[src/rtl/trap_pkg.sv]
package trap_pkg;
  localparam int unsigned FLT_N = 4;

  typedef enum logic [1:0] {
    CSR_STATUS = 2'd0,
    CSR_VECTOR = 2'd1,
    CSR_EPC    = 2'd2,
    CSR_CAUSE  = 2'd3
  } csr_sel_e;

  typedef struct packed {
    logic ext_en;
    logic tmr_en;
    logic pie;
    logic gie;
  } status_t;

  localparam logic [4:0] CODE_MISALIGN = 5'd0;
  localparam logic [4:0] CODE_ILLEGAL  = 5'd2;
  localparam logic [4:0] CODE_BREAK    = 5'd3;
  localparam logic [4:0] CODE_CALL     = 5'd11;
  localparam logic [4:0] CODE_TMR_IRQ  = 5'd7;
  localparam logic [4:0] CODE_EXT_IRQ  = 5'd11;

  // index 0 is the highest priority fault
  function automatic logic [4:0] flt_code(input int unsigned idx);
    case (idx)
      0:       return CODE_MISALIGN;
      1:       return CODE_ILLEGAL;
      2:       return CODE_BREAK;
      default: return CODE_CALL;
    endcase
  endfunction
endpackage

[src/rtl/trap_select.sv]
module trap_select
  import trap_pkg::*;
#(
  parameter int unsigned XLEN = 32
) (
  input  logic            clk_i,
  input  logic            rst_ni,
  input  logic            retire_valid_i,
  input  logic [XLEN-1:0] retire_pc_i,
  input  logic [FLT_N-1:0] flt_i,
  input  logic            ret_i,
  input  logic            irq_timer_i,
  input  logic            irq_ext_i,
  input  status_t         status_i,
  output logic            flt_take_o,
  output logic            irq_take_o,
  output logic            ret_take_o,
  output logic [XLEN-1:0] cause_o,
  output logic [XLEN-1:0] epc_o
);
  localparam int unsigned AW = XLEN - 2;

  logic            any_flt;
  logic            ext_ok, tmr_ok;
  logic [4:0]      flt_code_w, irq_code_w;
  logic [AW-1:0]   word_addr;

  assign any_flt    = |flt_i;
  assign ext_ok     = irq_ext_i & status_i.ext_en;
  assign tmr_ok     = irq_timer_i & status_i.tmr_en;

  assign flt_take_o = retire_valid_i & any_flt;
  assign ret_take_o = retire_valid_i & ret_i & ~any_flt;
  assign irq_take_o = retire_valid_i & ~any_flt & ~ret_i & status_i.gie & (ext_ok | tmr_ok);

  always_comb begin
    flt_code_w = CODE_CALL;
    for (int i = FLT_N - 1; i >= 0; i--) begin
      if (flt_i[i]) flt_code_w = flt_code(i);
    end
  end

  assign irq_code_w = ext_ok ? CODE_EXT_IRQ : CODE_TMR_IRQ;

  always_comb begin
    cause_o = '0;
    if (flt_take_o) begin
      cause_o[4:0] = flt_code_w;
    end else begin
      cause_o[XLEN-1] = 1'b1;
      cause_o[4:0]    = irq_code_w;
    end
  end

  // faults keep their own address; interrupts resume at the next instruction
  assign word_addr = retire_pc_i[XLEN-1:2] + (flt_take_o ? AW'(0) : AW'(1));
  assign epc_o     = {word_addr, 2'b00};

  AST_FLT_BLOCKS_IRQ: assert property (@(posedge clk_i) disable iff (!rst_ni)
    any_flt |-> !irq_take_o);
  AST_IRQ_GATED: assert property (@(posedge clk_i) disable iff (!rst_ni)
    irq_take_o |-> (status_i.gie && (irq_ext_i || irq_timer_i)));
  AST_IDLE_NO_EVENT: assert property (@(posedge clk_i) disable iff (!rst_ni)
    !retire_valid_i |-> !(flt_take_o || irq_take_o || ret_take_o));
  AST_RET_NO_IRQ: assert property (@(posedge clk_i) disable iff (!rst_ni)
    ret_take_o |-> !irq_take_o);
endmodule

[src/rtl/trap_csr_regs.sv]
module trap_csr_regs
  import trap_pkg::*;
#(
  parameter int unsigned XLEN = 32
) (
  input  logic            clk_i,
  input  logic            rst_ni,
  input  logic            trap_i,
  input  logic            ret_i,
  input  logic [XLEN-1:0] cause_i,
  input  logic [XLEN-1:0] epc_i,
  input  logic            csr_we_i,
  input  csr_sel_e        csr_sel_i,
  input  logic [XLEN-1:0] csr_wdata_i,
  output status_t         status_o,
  output logic [XLEN-1:0] vector_o,
  output logic [XLEN-1:0] epc_o,
  output logic [XLEN-1:0] csr_rdata_o
);
  localparam int unsigned SW = $bits(status_t);

  status_t         status_q;
  logic [XLEN-1:0] vector_q, epc_q, cause_q;

  always_ff @(posedge clk_i or negedge rst_ni) begin
    if (!rst_ni) begin
      status_q <= '0;
      vector_q <= '0;
      epc_q    <= '0;
      cause_q  <= '0;
    end else if (trap_i) begin
      status_q.pie <= status_q.gie;
      status_q.gie <= 1'b0;
      epc_q        <= epc_i;
      cause_q      <= cause_i;
    end else if (ret_i) begin
      status_q.gie <= status_q.pie;
      status_q.pie <= 1'b1;
    end else if (csr_we_i) begin
      case (csr_sel_i)
        CSR_STATUS: status_q <= status_t'(csr_wdata_i[SW-1:0]);
        CSR_VECTOR: vector_q <= csr_wdata_i;
        CSR_EPC:    epc_q    <= {csr_wdata_i[XLEN-1:2], 2'b00};
        default:    cause_q  <= csr_wdata_i;
      endcase
    end
  end

  always_comb begin
    case (csr_sel_i)
      CSR_STATUS: csr_rdata_o = {{(XLEN-SW){1'b0}}, status_q};
      CSR_VECTOR: csr_rdata_o = vector_q;
      CSR_EPC:    csr_rdata_o = epc_q;
      default:    csr_rdata_o = cause_q;
    endcase
  end

  assign status_o = status_q;
  assign vector_o = vector_q;
  assign epc_o    = epc_q;

  AST_ENTRY_STACK: assert property (@(posedge clk_i) disable iff (!rst_ni)
    trap_i |=> (!status_q.gie && status_q.pie == $past(status_q.gie)));
  AST_RET_UNSTACK: assert property (@(posedge clk_i) disable iff (!rst_ni)
    ret_i |=> (status_q.gie == $past(status_q.pie) && status_q.pie));
  AST_SW_DROPPED: assert property (@(posedge clk_i) disable iff (!rst_ni)
    (csr_we_i && (trap_i || ret_i)) |=> $stable(vector_q));
  AST_EPC_WORD: assert property (@(posedge clk_i) disable iff (!rst_ni)
    (csr_we_i && !trap_i && !ret_i && csr_sel_i == CSR_EPC) |=> epc_q[1:0] == 2'b00);
endmodule

[src/rtl/trap_unit.sv]
module trap_unit
  import trap_pkg::*;
#(
  parameter int unsigned XLEN = 32
) (
  input  logic            clk_i,
  input  logic            rst_ni,
  input  logic            retire_valid_i,
  input  logic [XLEN-1:0] retire_pc_i,
  input  logic            flt_misalign_i,
  input  logic            flt_illegal_i,
  input  logic            flt_break_i,
  input  logic            flt_call_i,
  input  logic            ret_i,
  input  logic            irq_timer_i,
  input  logic            irq_ext_i,
  input  logic            csr_we_i,
  input  logic [1:0]      csr_addr_i,
  input  logic [XLEN-1:0] csr_wdata_i,
  output logic [XLEN-1:0] csr_rdata_o,
  output logic            redirect_o,
  output logic [XLEN-1:0] redirect_pc_o
);
  logic [FLT_N-1:0] flt_vec;
  logic             flt_take, irq_take, ret_take, trap_take;
  logic [XLEN-1:0]  cause_w, epc_w, vector_q, epc_q;
  status_t          status_q;

  assign flt_vec   = {flt_call_i, flt_break_i, flt_illegal_i, flt_misalign_i};
  assign trap_take = flt_take | irq_take;

  trap_select #(.XLEN(XLEN)) u_sel (
    .clk_i          (clk_i),
    .rst_ni         (rst_ni),
    .retire_valid_i (retire_valid_i),
    .retire_pc_i    (retire_pc_i),
    .flt_i          (flt_vec),
    .ret_i          (ret_i),
    .irq_timer_i    (irq_timer_i),
    .irq_ext_i      (irq_ext_i),
    .status_i       (status_q),
    .flt_take_o     (flt_take),
    .irq_take_o     (irq_take),
    .ret_take_o     (ret_take),
    .cause_o        (cause_w),
    .epc_o          (epc_w)
  );

  trap_csr_regs #(.XLEN(XLEN)) u_regs (
    .clk_i       (clk_i),
    .rst_ni      (rst_ni),
    .trap_i      (trap_take),
    .ret_i       (ret_take),
    .cause_i     (cause_w),
    .epc_i       (epc_w),
    .csr_we_i    (csr_we_i),
    .csr_sel_i   (csr_sel_e'(csr_addr_i)),
    .csr_wdata_i (csr_wdata_i),
    .status_o    (status_q),
    .vector_o    (vector_q),
    .epc_o       (epc_q),
    .csr_rdata_o (csr_rdata_o)
  );

  assign redirect_o    = trap_take | ret_take;
  assign redirect_pc_o = trap_take ? {vector_q[XLEN-1:2], 2'b00} : epc_q;

  AST_FLT_EPC: assert property (@(posedge clk_i) disable iff (!rst_ni)
    flt_take |=> epc_q == {$past(retire_pc_i[XLEN-1:2]), 2'b00});
  AST_IRQ_EPC: assert property (@(posedge clk_i) disable iff (!rst_ni)
    irq_take |=> epc_q == {$past(retire_pc_i[XLEN-1:2]) + 1'b1, 2'b00});
  AST_ONE_EVENT: assert property (@(posedge clk_i) disable iff (!rst_ni)
    $onehot0({flt_take, irq_take, ret_take}));
endmodule

[config.mk]
export PLATFORM = sky130hd
export DESIGN_NAME = trap_unit
export DESIGN_NICKNAME = d
export VERILOG_FILES = /design/src/rtl/trap_pkg.sv /design/src/rtl/trap_select.sv /design/src/rtl/trap_csr_regs.sv /design/src/rtl/trap_unit.sv
export SDC_FILE = /design/constraint.sdc
export NUM_CORES = 1
export LEC_CHECK = 0
export ABC_AREA = 1
export CELL_PAD_IN_SITES_DETAIL_PLACEMENT = 0
export CELL_PAD_IN_SITES_GLOBAL_PLACEMENT = 1
export CORE_AREA = 2 2 136 138
export DETAILED_ROUTE_END_ITERATION = 7
export DIE_AREA = 0 0 138 140
export PLACE_DENSITY = 0.77
export SYNTH_ARGS = -nofsm -noshare
export SYNTH_HDL_FRONTEND = slang
export SYNTH_SLANG_ARGS = --single-unit
export TNS_END_PERCENT = 5
[constraint.sdc]
create_clock -name clk_i -period 1.8 [get_ports clk_i]
set_input_delay 0.18 -clock clk_i [delete_from_list [all_inputs] [get_ports clk_i]]
set_output_delay 0.18 -clock clk_i [all_outputs]
set_load 0.005 [all_outputs]
==> results of run 1 <==
how the worst max path moves through the flow:
stage,endpoint,cells after the start,slack (ps),start
final,redirect_pc_o[5],10,-120,u_regs.status_o[0]
after global routing,redirect_pc_o[12],10,-210,u_regs.status_o[0]
after CTS,csr_rdata_o[28],6,-260,csr_addr_i[1]
after detailed placement,u_regs.epc_o[25],15,-470,flt_break_i
after global placement,u_regs.epc_o[25],15,-490,flt_break_i
after floorplan,u_regs.epc_o[26],15,10,flt_call_i
state kept, by name, summed over array words and instances, names as in the netlist:
register         count
u_regs.vector_o     32
u_regs.epc_o        30
u_regs.status_o      4
u_regs.cause_q      32
per-layer routing:
| layer | part of all wire [%] | wire [um] |
|---|---|---|
| met2 | 46 | 10400 |
| met4 | 1.2 | 276 |
| met5 | 0 | 0 |
| met1 | 48 | 10800 |
| met3 | 4.8 | 1090 |
layout by cell type (no fill, tap or decap), types with 2 or more instances in the layout:
cell	Yosys	final
nor2_4	3	6
nand3_4	1	5
o221ai_1	14	11
o21bai_1	4	4
o221ai_2	0	3
dlygate4sd2_1	0	11
clkbuf_16	0	11
nand2_2	2	14
nand2_1	320	307
clkinv_4	0	2
buf_6	8	7
nor2_2	2	8
o21ai_2	33	51
a21oi_1	3	2
dlymetal6s2s_1	0	2
o211ai_1	13	13
inv_2	5	7
clkdlybuf4s50_1	0	91
clkbuf_2	0	5
o21ai_0	60	28
buf_4	9	96
o2111ai_1	2	2
nand3_1	82	66
ha_4	0	3
xor2_1	3	2
o21ai_4	0	3
buf_16	0	3
nand3_2	2	14
nand3b_1	2	2
dfrtp_1	98	98
nand2_4	2	3
nor2_1	114	105
inv_1	113	110
conb_1	1	2
buf_12	0	19
buf_2	10	27
o21ai_1	3	14
kinds of logic (layout without fill, tap and decap cells):
| logic type | Yosys count | in the layout | synth area share, % |
|---|---|---|---|
| simple gates | 533 | 533 | 34.6 |
| flops | 98 | 98 | 38.7 |
| xor+xnor | 5 | 5 | 0.692 |
| fa+ha+maj | 3 | 3 | 0.593 |
| buf+inv | 160 | 399 | 11.2 |
| compound gates | 133 | 133 | 14.1 |
| other cells | 1 | 2 | 0.0592 |
metrics by stage:
stage / total power [mW] / hold slack (ps) / std cells
after floorplan: 3.56 / -116 / 934
after global placement: 4.67 / 175 / 1363
after detailed placement: 4.68 / 172 / 1363
after CTS: 6.71 / 333 / 1395
after global routing: 7.12 / 364 / 1402
final: 6.75 / 324 / 1402
what timing repair did:
action | in CTS | in global routing
buffers inserted | 12 | 7
hold buffers | 1 | 0
pin swaps | 17 | 20
endpoints found under the hold margin | 29 | 0
gates resized for setup | 136 | 145
cloned | 4 | 2
setup endpoints to repair | 99 | 114
where the power goes:
part	internal, mW	leakage [nW]	total, mW	switching (mW)
clock network	1.11	0.146	1.96	0.845
logic	1.03	3.23	2.11	1.08
registers	2.50	1.24	2.68	0.188
total	4.64	4.62	6.75	2.11
critical path, cell delays in order (launching register included):
cell	delay (ps)
dfrtp_1	360
inv_2	50
nor2_4	120
nand3_4	110
nand2_4	130
clkinv_8	100
buf_12	160
buf_12	140
nand2_2	70
o21ai_4	50
clkbuf_2	100
area by class of cell:
class	count	area [sq um]	share of cell area [%]
clock buffers	11	243	2.54
clock inverters	4	52.6	0.550
inverters	119	459	4.80
multi-input cells	676	3540	37.0
flip-flops and latches	98	2450	25.6
well taps	229	287	3.00
repair buffers	265	2530	26.5
==> flow_metrics.tcl, run 1 <==
set metrics [dict create \
    htree_levels 3 \
    synth_commonest_cells "nand2_1, nor2_1, inv_1" \
    cp-end-kind "output pin" \
    cts.sinks 98 \
    n_fill_cell 1769 \
    ys.flop_type "dfrtp_1" \
    io_pins 142 \
    cp.required_ps 1620 \
    dpl_cell_area_sq_mm 0.00869 \
    utilization_pct 53.8 \
    yosysUniqueCellTypes 35 \
    globalRouteMet1Util_pct 32.9 \
    violations "negative setup slack" \
    fin_nets 1249 \
    rrSetupSlack_ps 0 \
    worst_slack_ps -125 \
    cts_root_buf "clkbuf_16" \
    yosys_register_bits 98 \
    cts.clk_slew.worst_paths_ps 70 \
    wire_per_inst_um 16.1 \
    rows 49 \
    drc 0 \
    dpl_worst_slack_ps -470 \
    syn_inst 933 \
    final.setup.tns_ps -1050 \
    reg2reg_to "u_regs.cause_q[1]" \
    cp.arrival_ps 1740 \
    synth.area.top_cells "dfrtp_1, nand2_1, nor2_1" \
    final_area_sq_mm 0.00956 \
    initial_core_util_pct 35.6 \
    timing.rr.start "u_regs.status_o[0]" \
    grt_use_met2_pct 37.6 \
    antenna_found_initial 0 \
    p_leak_nw 4.62 \
    die_area_sq_mm 0.0193 \
    grt_use_total_pct 23.2 \
    timing.final.crit_share_pct 107 \
    rsz0062_at_grt "true" \
    fin_skew_ps 5.48 \
    gr-max-usage-layer "met2" \
    irDropWorstVdd_uv 480 \
    r2r_cells 12 \
    cts_tree "built" \
    syn-cell-area_sq_mm 0.00633 \
    syn_to_final_growth_pct 51.1 \
    status "complete, but fails checks" \
    vias 6751 \
    drt_iter0_drc 472 \
    wirelength_mm 22.6 \
    grt_util_met3_pct 3.56 \
    yosysTopAreaCell "dfrtp_1" \
    yosysWarnings 0 \
    worstPathMaxFanout 7 \
    ys_seq_area_share_pct 38.7 \
    critPathKind "reg2out" \
    cts_buffers 9 \
    portBuffers 137 \
    hold_class "in2async" \
    first_global_vias 6606 \
    synth_edf_count 0 \
    clock_latency_ps 350 \
    grt_pass1_wl_mm 35.6 \
    antenna_cells 0 \
    grt_max_degree 34 \
    die_h_um 140 \
    yosysMostFrequentCell "nand2_1" \
    syn_avg_cell_area_sq_um 6.78 \
    cp-start-kind "flip-flop" \
    yosysTopAreaCellShare_pct 38.7 \
    die_x_um 138 \
    hpwl_mm 16.4 \
    drive_above_1_share_pct 25.3 \
    power_density_mw_per_mm2 706 \
    maxCapViolations 0 \
    viasPerCell 4.82 \
    core_area_sq_mm 0.0178 \
    ys_async_sr_fraction_pct 100 \
    slew_violations 0 \
    setup-violations-final 27 \
    period_minus_slack_ps 1920 \
    gp_congestion 0.867 \
    cts.path.max_buffers 2 \
    grt_overflow 0 \
    drt_pass1_iterations 5 \
    final_antenna_net_count 0 \
    fmax_mhz 520 \
    hold_violations 0 \
]
Note: power is estimated with default switching activity, not from simulation.
==> inputs of run 2 (changes only) <==
- CELL_PAD_IN_SITES_DETAIL_PLACEMENT: 0 -> unset
- CELL_PAD_IN_SITES_GLOBAL_PLACEMENT: 1 -> unset
- CORE_AREA: 2 2 136 138 -> 2 2 115 117
- DIE_AREA: 0 0 138 140 -> 0 0 117 119
- GPL_ROUTABILITY_DRIVEN: unset -> 0
- PLACE_DENSITY: 0.77 -> 0.76
==> run 2 against run 1 <==
The flow still finishes with violations (negative setup slack). Clock skew grew 1.0 ps. Sequential share of layout area is 0.52 points higher. Clock power is 6% higher. Global-route usage grew 8.4 points. Die area shrank 28%. Non-clock buffer count shrank 10. Routed wire length down 3.7%. Combinational power fell by 3%. Final cell count shrank 4.4%. Critical path depth decreased by 1. Sequential power about the same. Highest routed layer unchanged.
==> flow_metrics.tcl, run 2 (same netlist as run 1, synthesis figures left out) <==
set metrics [dict create \
    rrSetupSlack_ps -30 \
    hold_violations 0 \
    first_global_vias 6978 \
    rows 42 \
    vias 7136 \
    drc 0 \
    cts_buffers 9 \
    fmax_mhz 539 \
    power_mw 6.83 \
    cp-start-kind "flip-flop" \
    setup-violations-final 30 \
    power_density_mw_per_mm2 729 \
    cp-end-kind "output pin" \
    fin_nets 1239 \
    top_layer_used "met4" \
    r2r_cells 12 \
    htree_levels 3 \
    drt-met1-wl_mm 9.13 \
    crit_top_cell "buf_6" \
    clock_latency_ps 360 \
    timing.final.crit_share_pct 103 \
    die_area_sq_mm 0.0139 \
    syn_to_final_growth_pct 48.1 \
    maxCapViolations 0 \
    final_common_cell "nand2_1" \
    initial_core_util_pct 49.2 \
    hpwl_mm 15.0 \
    slew_violations 0 \
    critPathKind "reg2out" \
    crit_buf_inv 5 \
    cp.required_ps 1620 \
    status "complete, but fails checks" \
    layout_common_cells "nand2_1, inv_1, nor2_1" \
    dpl_cell_area_sq_mm 0.00853 \
    slew_headroom_pct 62.7 \
    whs_ps 260 \
    drt_pass1_iterations 6 \
    reg2reg_to "u_regs.vector_o[16]" \
    cts_root_buf "clkbuf_16" \
    placed_cells 1300 \
    crit_family "buffers and inverters" \
    die_x_um 117 \
    cts.path.max_buffers 2 \
    fin_skew_ps 6.50 \
    worstPathMaxFanout 7 \
    rsz0062_at_grt "true" \
    layout.cells.non_filler 1340 \
    wirelength_mm 21.8 \
    core_area_sq_mm 0.0129 \
    path_cells "inv_2, nor2_4, nand3_4, buf_6, buf_6, buf_6, nand3_4, o21ai_4, buf_2" \
    met3WireLength_mm 1.47 \
    route.met2.wl_mm 10.5 \
    antenna_cells 0 \
    cp.arrival_ps 1670 \
    grt_max_degree 48 \
    crit_start "u_regs.status_o[0]" \
    cp_slowest_stage_delay_ps 380 \
    worst_slack_ps -53.8 \
    cts_tree "built" \
    grt_use_total_pct 31.6 \
    grt_overflow 0 \
    utilization_pct 72.8 \
    grt_pass1_wl_mm 34.3 \
    worstMarginPinSlew_ps 557 \
    cts.clk_slew.worst_paths_ps 60 \
    period_minus_slack_ps 1850 \
    p_leak_nw 4.56 \
    hold_class "in2async" \
    worst_path_max_delay_cell "dfrtp_1" \
    violations "negative setup slack" \
    drive_above_1_share_pct 24.2 \
    final_antenna_net_count 0 \
    viasPerCell 5.33 \
    irDropWorstVdd_uv 538 \
    timing.rr.start "u_regs.status_o[3]" \
    portBuffers 137 \
    die_h_um 119 \
    final_area_sq_mm 0.00937 \
    cts.sinks 98 \
    antenna_found_initial 0 \
    wire_per_inst_um 16.2 \
    io_pins 142 \
    drt_iter0_drc 811 \
]
[run 2: stage by stage]
step                      setup slack, ps  TNS, ps
after detailed placement             -531   -56240
after CTS                           -94.7    -1080
final                               -53.8     -540
after global placement               -489   -48690
after floorplan                      11.1        0
after global routing                 -122    -5050
[run 2: metal layers]
| metal | global-route usage, % | vias to the layer above |
|---|---|---|
| li1 | - | 3396 |
| met3 | 5.09 | 57 |
| met4 | 13.0 | 0 |
| met1 | 42.7 | 3364 |
| met2 | 50.2 | 319 |
| met5 | 0 | - |
[run 2: timing repair]
item | CTS | global route
cloned | 1 | 0
hold buffers | 1 | 0
endpoints found under the setup margin | 131 | 149
setup buffers | 16 | 8
pin swaps | 10 | 8
gates resized for setup | 217 | 49
endpoints found under the hold margin | 17 | 0
[run 2: worst max-delay path by stage]
stage / endpoint / slack, ps / cells past startpoint
global route: redirect_pc_o[3] / -120 / 8
global placement: u_regs.epc_o[29] / -490 / 14
detailed placement: u_regs.epc_o[29] / -530 / 14
floorplan: u_regs.epc_o[26] / 10 / 15
CTS: redirect_pc_o[21] / -90 / 9
finish: redirect_pc_o[15] / -50 / 9
[run 2: area by class of cell]
class | count | area, sq um
multi-input cells | 676 | 3560
fillers | 990 | 3500
flip-flops and latches | 98 | 2450
repair buffers | 255 | 2370
inverters | 119 | 454
clock buffers | 15 | 288
well taps | 176 | 220
clock inverters | 1 | 30.0
[run 2: power by group]
part / internal, mW / switching [mW] / total [mW]
logic: 0.992 / 1.05 / 2.05
registers: 2.50 / 0.215 / 2.71
clock network: 1.23 / 0.840 / 2.07
total: 4.72 / 2.11 / 6.83
